$ cat config.mk
export PLATFORM = sky130hd
export DESIGN_NAME = desc_crc32
export DESIGN_NICKNAME = d
export VERILOG_FILES = /design/src/rtl/desc_crc32_pkg.sv /design/src/rtl/desc_crc32_bit_step.sv /design/src/rtl/desc_crc32_byte_fold.sv /design/src/rtl/desc_crc32.sv
export SDC_FILE = /design/constraint.sdc
export NUM_CORES = 1
export LEC_CHECK = 0
export ABC_CLOCK_PERIOD_IN_PS = 3100
export CORE_MARGIN = 4
export CORE_UTILIZATION = 55
export DETAILED_ROUTE_END_ITERATION = 12
export DONT_BUFFER_PORTS = 1
export GPL_ROUTABILITY_DRIVEN = 0
export PLACE_DENSITY = 0.74
export SETUP_SLACK_MARGIN = 0.5
export SLEW_MARGIN = 5
export SYNTH_ARGS = -nofsm -noshare
export SYNTH_HDL_FRONTEND = slang
export SYNTH_SLANG_ARGS = --single-unit
$ cat constraint.sdc
create_clock -name clk -period 3.1 [get_ports clk]
set_input_delay 0.93 -clock clk [delete_from_list [all_inputs] [get_ports clk]]
set_output_delay 0.93 -clock clk [all_outputs]
set_load 0.02 [all_outputs]
$ cat src/rtl/desc_crc32_pkg.sv
`timescale 1ns/1ps
// Package: shared widths, types and a helper that folds one index byte.
// Assumes an MSB-first, non-reflected CRC with no output XOR.
package desc_crc32_pkg;
    localparam int CRC_W  = 32;
    localparam int BYTE_W = 8;

    typedef logic [CRC_W-1:0]  crc_t;
    typedef logic [BYTE_W-1:0] byte_t;

    // Fold style selectors
    localparam int FOLD_BITCHAIN = 0;
    localparam int FOLD_LOOKUP   = 1;

    // Remainder contributed by one index byte placed at the top of a zero register
    function automatic crc_t lut_entry(input byte_t idx, input crc_t poly);
        crc_t r;
        r = {idx, {(CRC_W-BYTE_W){1'b0}}};
        for (int k = 0; k < BYTE_W; k++) begin
            r = r[CRC_W-1] ? ((r << 1) ^ poly) : (r << 1);
        end
        return r;
    endfunction
endpackage

$ cat src/rtl/desc_crc32_bit_step.sv
`timescale 1ns/1ps
// Module: one bit of CRC division. Shifts left one place and, when the
// outgoing MSB was set, subtracts (XORs) the generator.
// Assumes the data bit has already been merged into the remainder.
module desc_crc32_bit_step
    import desc_crc32_pkg::*;
#(
    parameter crc_t POLY = 32'h2004_4009
) (
    input  crc_t rem_i,
    output crc_t rem_o
);
    // Conditional generator subtraction after the shift
    always_comb begin
        rem_o = {rem_i[CRC_W-2:0], 1'b0} ^ (rem_i[CRC_W-1] ? POLY : '0);
    end
endmodule

$ cat src/rtl/desc_crc32_byte_fold.sv
`timescale 1ns/1ps
// Module: folds one byte into a remainder, MSB-first.
// STYLE picks the structure: an unrolled chain of eight bit steps, or
// a 256-way lookup on the top byte combined with an 8-bit shift.
// Assumes purely combinational use; the caller registers the result.
module desc_crc32_byte_fold
    import desc_crc32_pkg::*;
#(
    parameter crc_t POLY  = 32'h2004_4009,
    parameter int   STYLE = FOLD_BITCHAIN
) (
    input  crc_t  rem_i,
    input  byte_t data_i,
    output crc_t  rem_o
);
    generate
        if (STYLE == FOLD_LOOKUP) begin : g_lookup
            byte_t idx;
            // Index from remainder top byte and incoming data
            always_comb begin
                idx   = rem_i[CRC_W-1 -: BYTE_W] ^ data_i;
                rem_o = {rem_i[CRC_W-BYTE_W-1:0], {BYTE_W{1'b0}}} ^ lut_entry(idx, POLY);
            end
        end else begin : g_chain
            crc_t stage [BYTE_W+1];
            // Merge the byte into the top of the remainder
            always_comb begin
                stage[0] = rem_i ^ {data_i, {(CRC_W-BYTE_W){1'b0}}};
            end
            for (genvar s = 0; s < BYTE_W; s++) begin : g_step
                desc_crc32_bit_step #(.POLY(POLY)) u_step (
                    .rem_i (stage[s]),
                    .rem_o (stage[s+1])
                );
            end
            // Last stage is the folded remainder
            always_comb begin
                rem_o = stage[BYTE_W];
            end
        end
    endgenerate
endmodule

$ cat src/rtl/desc_crc32.sv
`timescale 1ns/1ps
// Module: byte-serial CRC-32 engine (generator 0x20044009, MSB-first,
// no reflection, no final XOR). A start strobe loads a seed; a start
// together with a valid byte folds that byte into the seed at once.
// Assumes a synchronous active-low reset; crc_o is registered.
module desc_crc32
    import desc_crc32_pkg::*;
#(
    parameter crc_t RST_SEED   = 32'hFFFF_FFFF,
    parameter crc_t POLY       = 32'h2004_4009,
    parameter int   FOLD_STYLE = FOLD_BITCHAIN
) (
    input  logic              clk,
    input  logic              rst_n,
    input  logic              start_i,
    input  logic [CRC_W-1:0]  seed_i,
    input  logic              byte_vld_i,
    input  logic [BYTE_W-1:0] byte_i,
    output logic [CRC_W-1:0]  crc_o
);
    crc_t rem_q;
    crc_t fold_base;
    crc_t fold_res;

    // Base for the fold: a fresh seed on start, else the running remainder
    always_comb begin
        fold_base = start_i ? seed_i : rem_q;
    end

    desc_crc32_byte_fold #(.POLY(POLY), .STYLE(FOLD_STYLE)) u_fold (
        .rem_i  (fold_base),
        .data_i (byte_i),
        .rem_o  (fold_res)
    );

    // Remainder register: reset, fold, seed load or hold
    always_ff @(posedge clk) begin
        if (!rst_n) begin
            rem_q <= RST_SEED;
        end else if (byte_vld_i) begin
            rem_q <= fold_res;
        end else if (start_i) begin
            rem_q <= seed_i;
        end
    end

    assign crc_o = rem_q;

    // first cycle out of reset shows the reset seed
    p_reset_seed_r1: assert property (@(posedge clk) disable iff (!rst_n)
        $rose(rst_n) |-> (crc_o == RST_SEED));

    // a bare start loads the seed
    p_seed_load_r2: assert property (@(posedge clk) disable iff (!rst_n)
        (start_i && !byte_vld_i) |=> (crc_o == $past(seed_i)));

    // idle cycles keep the remainder
    p_idle_hold_r6: assert property (@(posedge clk) disable iff (!rst_n)
        (!start_i && !byte_vld_i) |=> $stable(crc_o));

    // zero lookup index on a running fold reduces to a shift by eight
    p_zero_index_r7: assert property (@(posedge clk) disable iff (!rst_n)
        (byte_vld_i && !start_i && (byte_i == crc_o[CRC_W-1 -: BYTE_W]))
        |=> (crc_o == {$past(crc_o[CRC_W-BYTE_W-1:0]), {BYTE_W{1'b0}}}));

    // start with a byte folds into the seed, not the old remainder
    p_start_fold_r5: assert property (@(posedge clk) disable iff (!rst_n)
        (start_i && byte_vld_i && (byte_i == seed_i[CRC_W-1 -: BYTE_W]))
        |=> (crc_o == {$past(seed_i[CRC_W-BYTE_W-1:0]), {BYTE_W{1'b0}}}));
endmodule

==> results of run 1 <==
-- logic make-up (layout without fill, tap and decap cells) --
kind of cell,after synthesis,count (layout),share of synthesized area [%]
simple gates,47,47,11.0
compound gates,38,38,13.2
xor+xnor,32,32,22.5
flops,32,32,32.8
buf+inv,14,9,3.27
mux,32,32,17.1
-- layer usage --
layer / global-route usage (%) / vias to the layer above
met1: 24.7 / 594
met4: 7.09 / 0
li1: - / 661
met2: 32.7 / 60
met5: 0 / -
met3: 7.82 / 6
-- through the flow --
| step | utilization, % | cell area, um2 | power, mW | setup WS, ns |
|---|---|---|---|---|
| after floorplan | - | 1950 | 0.947 | 0.728 |
| after detailed placement | 57.7 | 1960 | 0.998 | 0.658 |
| after global routing | 59.1 | 2000 | 1.28 | 0.871 |
| after global placement | 57.7 | 1960 | 0.986 | 0.698 |
| final | 59.1 | 2000 | 1.20 | 0.969 |
| after CTS | 59.1 | 2000 | 1.22 | 1.02 |
-- where the power goes --
group / total [mW] / switching (mW) / leakage, nW / internal (mW)
Sequential: 0.582 / 0.112 / 0.267 / 0.470
Clock: 0.219 / 0.136 / 0.0281 / 0.0834
Combinational: 0.403 / 0.175 / 0.543 / 0.228
-- Yosys cell counts (all sizes together) (3+ instances only) --
| cell | number | area, um2 |
|---|---|---|
| dfxtp | 32 | 641 |
| o211ai | 8 | 60.1 |
| xnor3 | 7 | 160 |
| clkbuf | 7 | 26.3 |
| mux2i | 27 | 278 |
| and2 | 5 | 31.3 |
| o21ai | 15 | 75.1 |
| a211oi | 3 | 22.5 |
| xnor2 | 21 | 244 |
| nor2 | 14 | 52.6 |
| nand2 | 19 | 71.3 |
| buf | 6 | 33.8 |
| mux2 | 5 | 56.3 |
| a211o | 3 | 26.3 |
| nor2b | 3 | 18.8 |
| xor2 | 4 | 35.0 |
| a21bo | 3 | 30.0 |
| o21a | 5 | 37.5 |
-- cell usage in the layout (no fill, tap or decap) --
cell / instances
mux2i_2: 2
clkinv_2: 1
xor2_1: 4
xnor3_1: 5
xnor3_2: 2
a211oi_1: 3
nand2b_1: 1
o21ai_0: 11
and2_1: 5
dfxtp_1: 32
clkbuf_4: 5
buf_4: 1
o211ai_1: 8
xnor2_2: 3
o21a_1: 5
xnor2_1: 16
clkbuf_1: 1
or2_2: 2
a21bo_2: 3
mux2_2: 5
o21ai_1: 4
nor2b_1: 3
nor3b_1: 1
xnor2_4: 2
nand2_1: 19
mux2i_1: 25
nand3b_1: 2
clkinv_1: 1
a211o_1: 3
nor2_1: 14
a31oi_1: 1
-- worst paths after layout --
path | endpoint | cells past startpoint
hold / removal | crc_o[1] | 1
setup / recovery | crc_o[0] | 5
hold reg to reg | crc_o[10] | 2
setup reg to reg | crc_o[0] | 5
-- final cells by class --
| type | instances | area, um2 | share of cell area (%) |
|---|---|---|---|
| Multi-Input combinational cell | 149 | 1250 | 62.3 |
| Sequential cell | 32 | 641 | 32.0 |
| Tap cell | 46 | 57.6 | 2.88 |
| Clock buffer | 6 | 41.3 | 2.06 |
| Timing Repair Buffer | 1 | 7.51 | 0.375 |
| Clock inverter | 1 | 5.00 | 0.250 |
| Inverter | 1 | 3.75 | 0.188 |
==> run metrics, run 1 <==
Worst Path Buf+Inv=0; mean routed wirelength per cell=18.4 um; final hold vios=0; number of clock buffers inserted by TritonCTS=5; worst-skew pair later-pin latency=0.33 ns; Cells after DPL=229; crit-path max cell delay=0.56 ns; syn_area_per_cell=10.0 um2; Max VDD drop=0.000294 V; CTS max path bufs=2; diode count=0; Final setup violation count=0; Post-CTS Resized=0; Hold/Removal Path Class=input pin to flop; reg2reg setup slack=1.10 ns; die span in y=67.6 um; async set-reset flop share out of synthesis=0%; Syn Inst Count=195; Die ar.=4560 um2; Pwr Density=601 nW/um2; skew final=0.0103 ns; final hold slack=0.662 ns; Layout Nets=234; Setup Fix Bufs, Post-CTS=0; die width=67.6 um; Period minus WS final=2.13 ns; Yosys reg bits=32; clk sinks=32; largest net degree at the start of global routing=39; unrepaired setup endpoints after global routing=false; I/O pin total=76; drc violations=0; layout cells sized above 1=13.7%; Yosys cell types=31; vias per cell=5.60; core outline area=3390 um2; first-pass GRT wire length=6720 um; met1 WL=1730 um; HPWL Detailed=3280 um; critical-path cell list=mux2i_1, xnor2_2, xnor3_2, mux2_2, nand2_1; area grow syn2layout=2.63%; Post-synth EDFFs=0; Reg clk slew, reported paths=0.09 ns; DRT antenna net count=0; Initial Utilization=57.5%; final setup TNS=0 ns; top layer in use=met4; f_max=469 MHz; count of input and output buffers=0; Row Count=21; leakage power=0.838 nW; Initial DRT Pass Iterations=4; Synth Net Count=239; min-delay src=rst_n; initial antenna violation count=0; drt initial violations=70; GRT Residual Overflow=0; met3 routed WL=428 um; pins over their slew limit=0; slowest CP cell=xnor3_2; fill count=308; cell area after synthesis=1950 um2; CP startpoint=start_i; met2 wire length=2130 um; Worst Path Required=3.38 ns; All-Layer GR Usage=20.3%; Max-Cap Viols=0; max reg flops=32; Top FF cell, synth=dfxtp_1; CTS tree=built; WP data arrival=2.42 ns; outcome=complete, no violations; Vias=1,321; yosys warns=0; Setup Crit Path Kind=input pin to flop; Startpoint Class=input pin; Root Driver=clkbuf_4; Worst slew margin=55.3%; Worst Path Max Fanout=38; Largest delay share family, worst path=XOR/XNOR gates; final std cells w/o fill=236; final wirelength=4340 um; fin crit share=68.8%; CTS Hold Bufs=0; H-tree depth=2; R2R Path Start=crc_o[30]; CP Capture Type=flop; Tightest Pin Transition=0.665 ns; vias in the first global route=1,328; sequential share of the synthesized area=32.8%
Note: power is estimated with default switching activity, not from simulation.
==> run 2: changes to the inputs <==
--- a/config.mk
+++ b/config.mk
@@ -5,13 +5,13 @@
 export SDC_FILE = /design/constraint.sdc
 export NUM_CORES = 1
 export LEC_CHECK = 0
-export ABC_CLOCK_PERIOD_IN_PS = 3100
+export ABC_CLOCK_PERIOD_IN_PS = 1800
 export CORE_MARGIN = 4
 export CORE_UTILIZATION = 55
 export DETAILED_ROUTE_END_ITERATION = 12
 export DONT_BUFFER_PORTS = 1
 export GPL_ROUTABILITY_DRIVEN = 0
-export PLACE_DENSITY = 0.74
+export PLACE_DENSITY = 0.77
 export SETUP_SLACK_MARGIN = 0.5
 export SLEW_MARGIN = 5
 export SYNTH_ARGS = -nofsm -noshare
==> constraint.sdc (replaced) <==
create_clock -name clk -period 1.8 [get_ports clk]
set_input_delay 0.54 -clock clk [delete_from_list [all_inputs] [get_ports clk]]
set_output_delay 0.54 -clock clk [all_outputs]
set_load 0.02 [all_outputs]
==> run metrics, run 2 (synthesis results as in run 1) <==
outcome=complete, no violations; HPWL Detailed=3390 um (+3.6%); CP Capture Type=flop; Max-Cap Viols=0 (unchanged); Placement Cell Area=2140 um2 (+9.3%); pins over their slew limit=0 (unchanged); initial antenna violation count=0 (unchanged); drc violations=0 (unchanged); layout cells sized above 1=51.7% (+38 points); GRT Residual Overflow=0 (unchanged); clk sinks=32 (unchanged); mean routed wirelength per cell=19.6 um (+6.7%); Max VDD drop=0.000774 V (+160%); Worst Path Required=2.10 ns (-1.28 ns); Initial Utilization=57.5% (unchanged); Period minus WS final=1.68 ns; first-pass GRT wire length=7780 um (+16%); Total Power=2.76 mW (+130%); leading cell types in the layout, fill and taps excluded=buf_4 (22), buf_6 (21), mux2i_1 (19), nand2_1 (19); Layout Nets=277 (+18%); Root Driver=clkbuf_4; Startpoint Class=flop; number of clock buffers inserted by TritonCTS=5 (unchanged); Final setup violation count=0 (unchanged); vias in the first global route=1,610 (+21%); fin crit share=93.5%; fill count=194 (-37%); Die ar.=4560 um2 (unchanged); max reg flops=32 (unchanged); Vias=1,629 (+23%); skew final=0.0222 ns (+0.0119 ns); All-Layer GR Usage=23.4% (+3.1 points); largest net degree at the start of global routing=39 (unchanged); H-tree depth=2 (unchanged); drt initial violations=80 (+14%); Hold/Removal Path Class=input pin to flop; DRT antenna net count=0 (unchanged); die width=67.6 um (unchanged); WP data arrival=1.98 ns (-0.44 ns); worst-skew pair later-pin latency=0.35 ns (+0.02 ns); CTS tree=built; die span in y=67.6 um (unchanged); Worst slew margin=73.4% (+18 points); count of input and output buffers=0 (unchanged); final wirelength=5500 um (+27%); core outline area=3390 um2 (unchanged); Pwr Density=1020 nW/um2 (+69%); Initial DRT Pass Iterations=6 (+2); CTS max path bufs=2 (unchanged); Setup Crit Path Kind=flop to flop; Final Cell Area=2710 um2 (+35%); Reg clk slew, reported paths=0.12 ns (+0.03 ns); Row Count=21 (unchanged); Worst Path Max Fanout=4 (-89%); f_max=594 MHz; vias per cell=5.82 (+3.9%); diode count=0 (unchanged); Tightest Pin Transition=0.388 ns (-0.277 ns); leakage power=1.15 nW (+37%); I/O pin total=76 (unchanged); unrepaired setup endpoints after global routing=true; most common cell after layout, fill and taps aside=buf_4; final hold vios=0 (unchanged); area grow syn2layout=38.9%
-- run 2: cell count changes in the layout (fill, tap and decap cells not counted), sizes merged --
cell and change:
bufinv +1, buf +43
-- run 2: path summary, 6_finish.rpt --
path | from | endpoint | slack [ns] | cells after the start
max | crc_o[24] | crc_o[0] | 0.12 | 5
min | rst_n | crc_o[0] | 0.26 | 1
max reg2reg | crc_o[24] | crc_o[0] | 0.12 | 5
min reg2reg | crc_o[20] | crc_o[28] | 0.68 | 4
-- run 2: final cells by class --
| type | instances | area, um2 | area share [%] |
|---|---|---|---|
| Timing Repair Buffer | 44 | 422 | 15.6 |
| Clock inverter | 2 | 35.0 | 1.29 |
| Clock buffer | 6 | 41.3 | 1.52 |
| Sequential cell | 32 | 721 | 26.6 |
| Inverter | 1 | 3.75 | 0.139 |
| Multi-Input combinational cell | 149 | 1430 | 52.8 |
| Tap cell | 46 | 57.6 | 2.12 |
-- run 2: per-layer routing --
metal	routed length (um)	share of wire, %	global-route usage (%)
met3	492	9.0	8.49
met4	116	2.1	9.37
met1	2050	37	26.4
met2	2840	52	39.9
met5	0	0	0
-- run 2: power by group --
group / switching (mW) / leakage, nW / total, mW / internal (mW)
clock network: 0.272 / 0.0422 / 0.563 / 0.291
registers: 0.175 / 0.264 / 1.01 / 0.836
logic: 0.482 / 0.845 / 1.19 / 0.705
total: 0.928 / 1.15 / 2.76 / 1.83
-- run 2: repair_timing --
item,4_1_cts,5_1_grt
buffers inserted,15,8
pin swaps,23,21
hold buffers,0,0
endpoints found under the setup margin,50,49
resized for setup,65,30
hold endpoints to repair,0,0
gates cloned,0,0
-- run 2: through the flow --
stage	cells	setup TNS (ns)	util [%]	hold WS, ns	setup WS, ns
2_1_floorplan	195	-0.920	-	0.613	-0.121
3_3_place_gp	249	-0.340	63.0	0.599	-0.0870
3_5_place_dp	249	-0.628	63.0	0.610	-0.0916
4_1_cts	272	0	75.0	0.246	0.180
5_1_grt	280	0	80.0	0.248	0.0518
6_report	280	0	80.0	0.256	0.118
-- run 2: worst max-delay path, cell delays in order, from the launching register on --
cell and delay [ns]:
dfxtp_2 0.35, mux2i_2 0.19, xnor2_1 0.17, xnor3_2 0.55, mux2_4 0.31, nand2_1 0.07
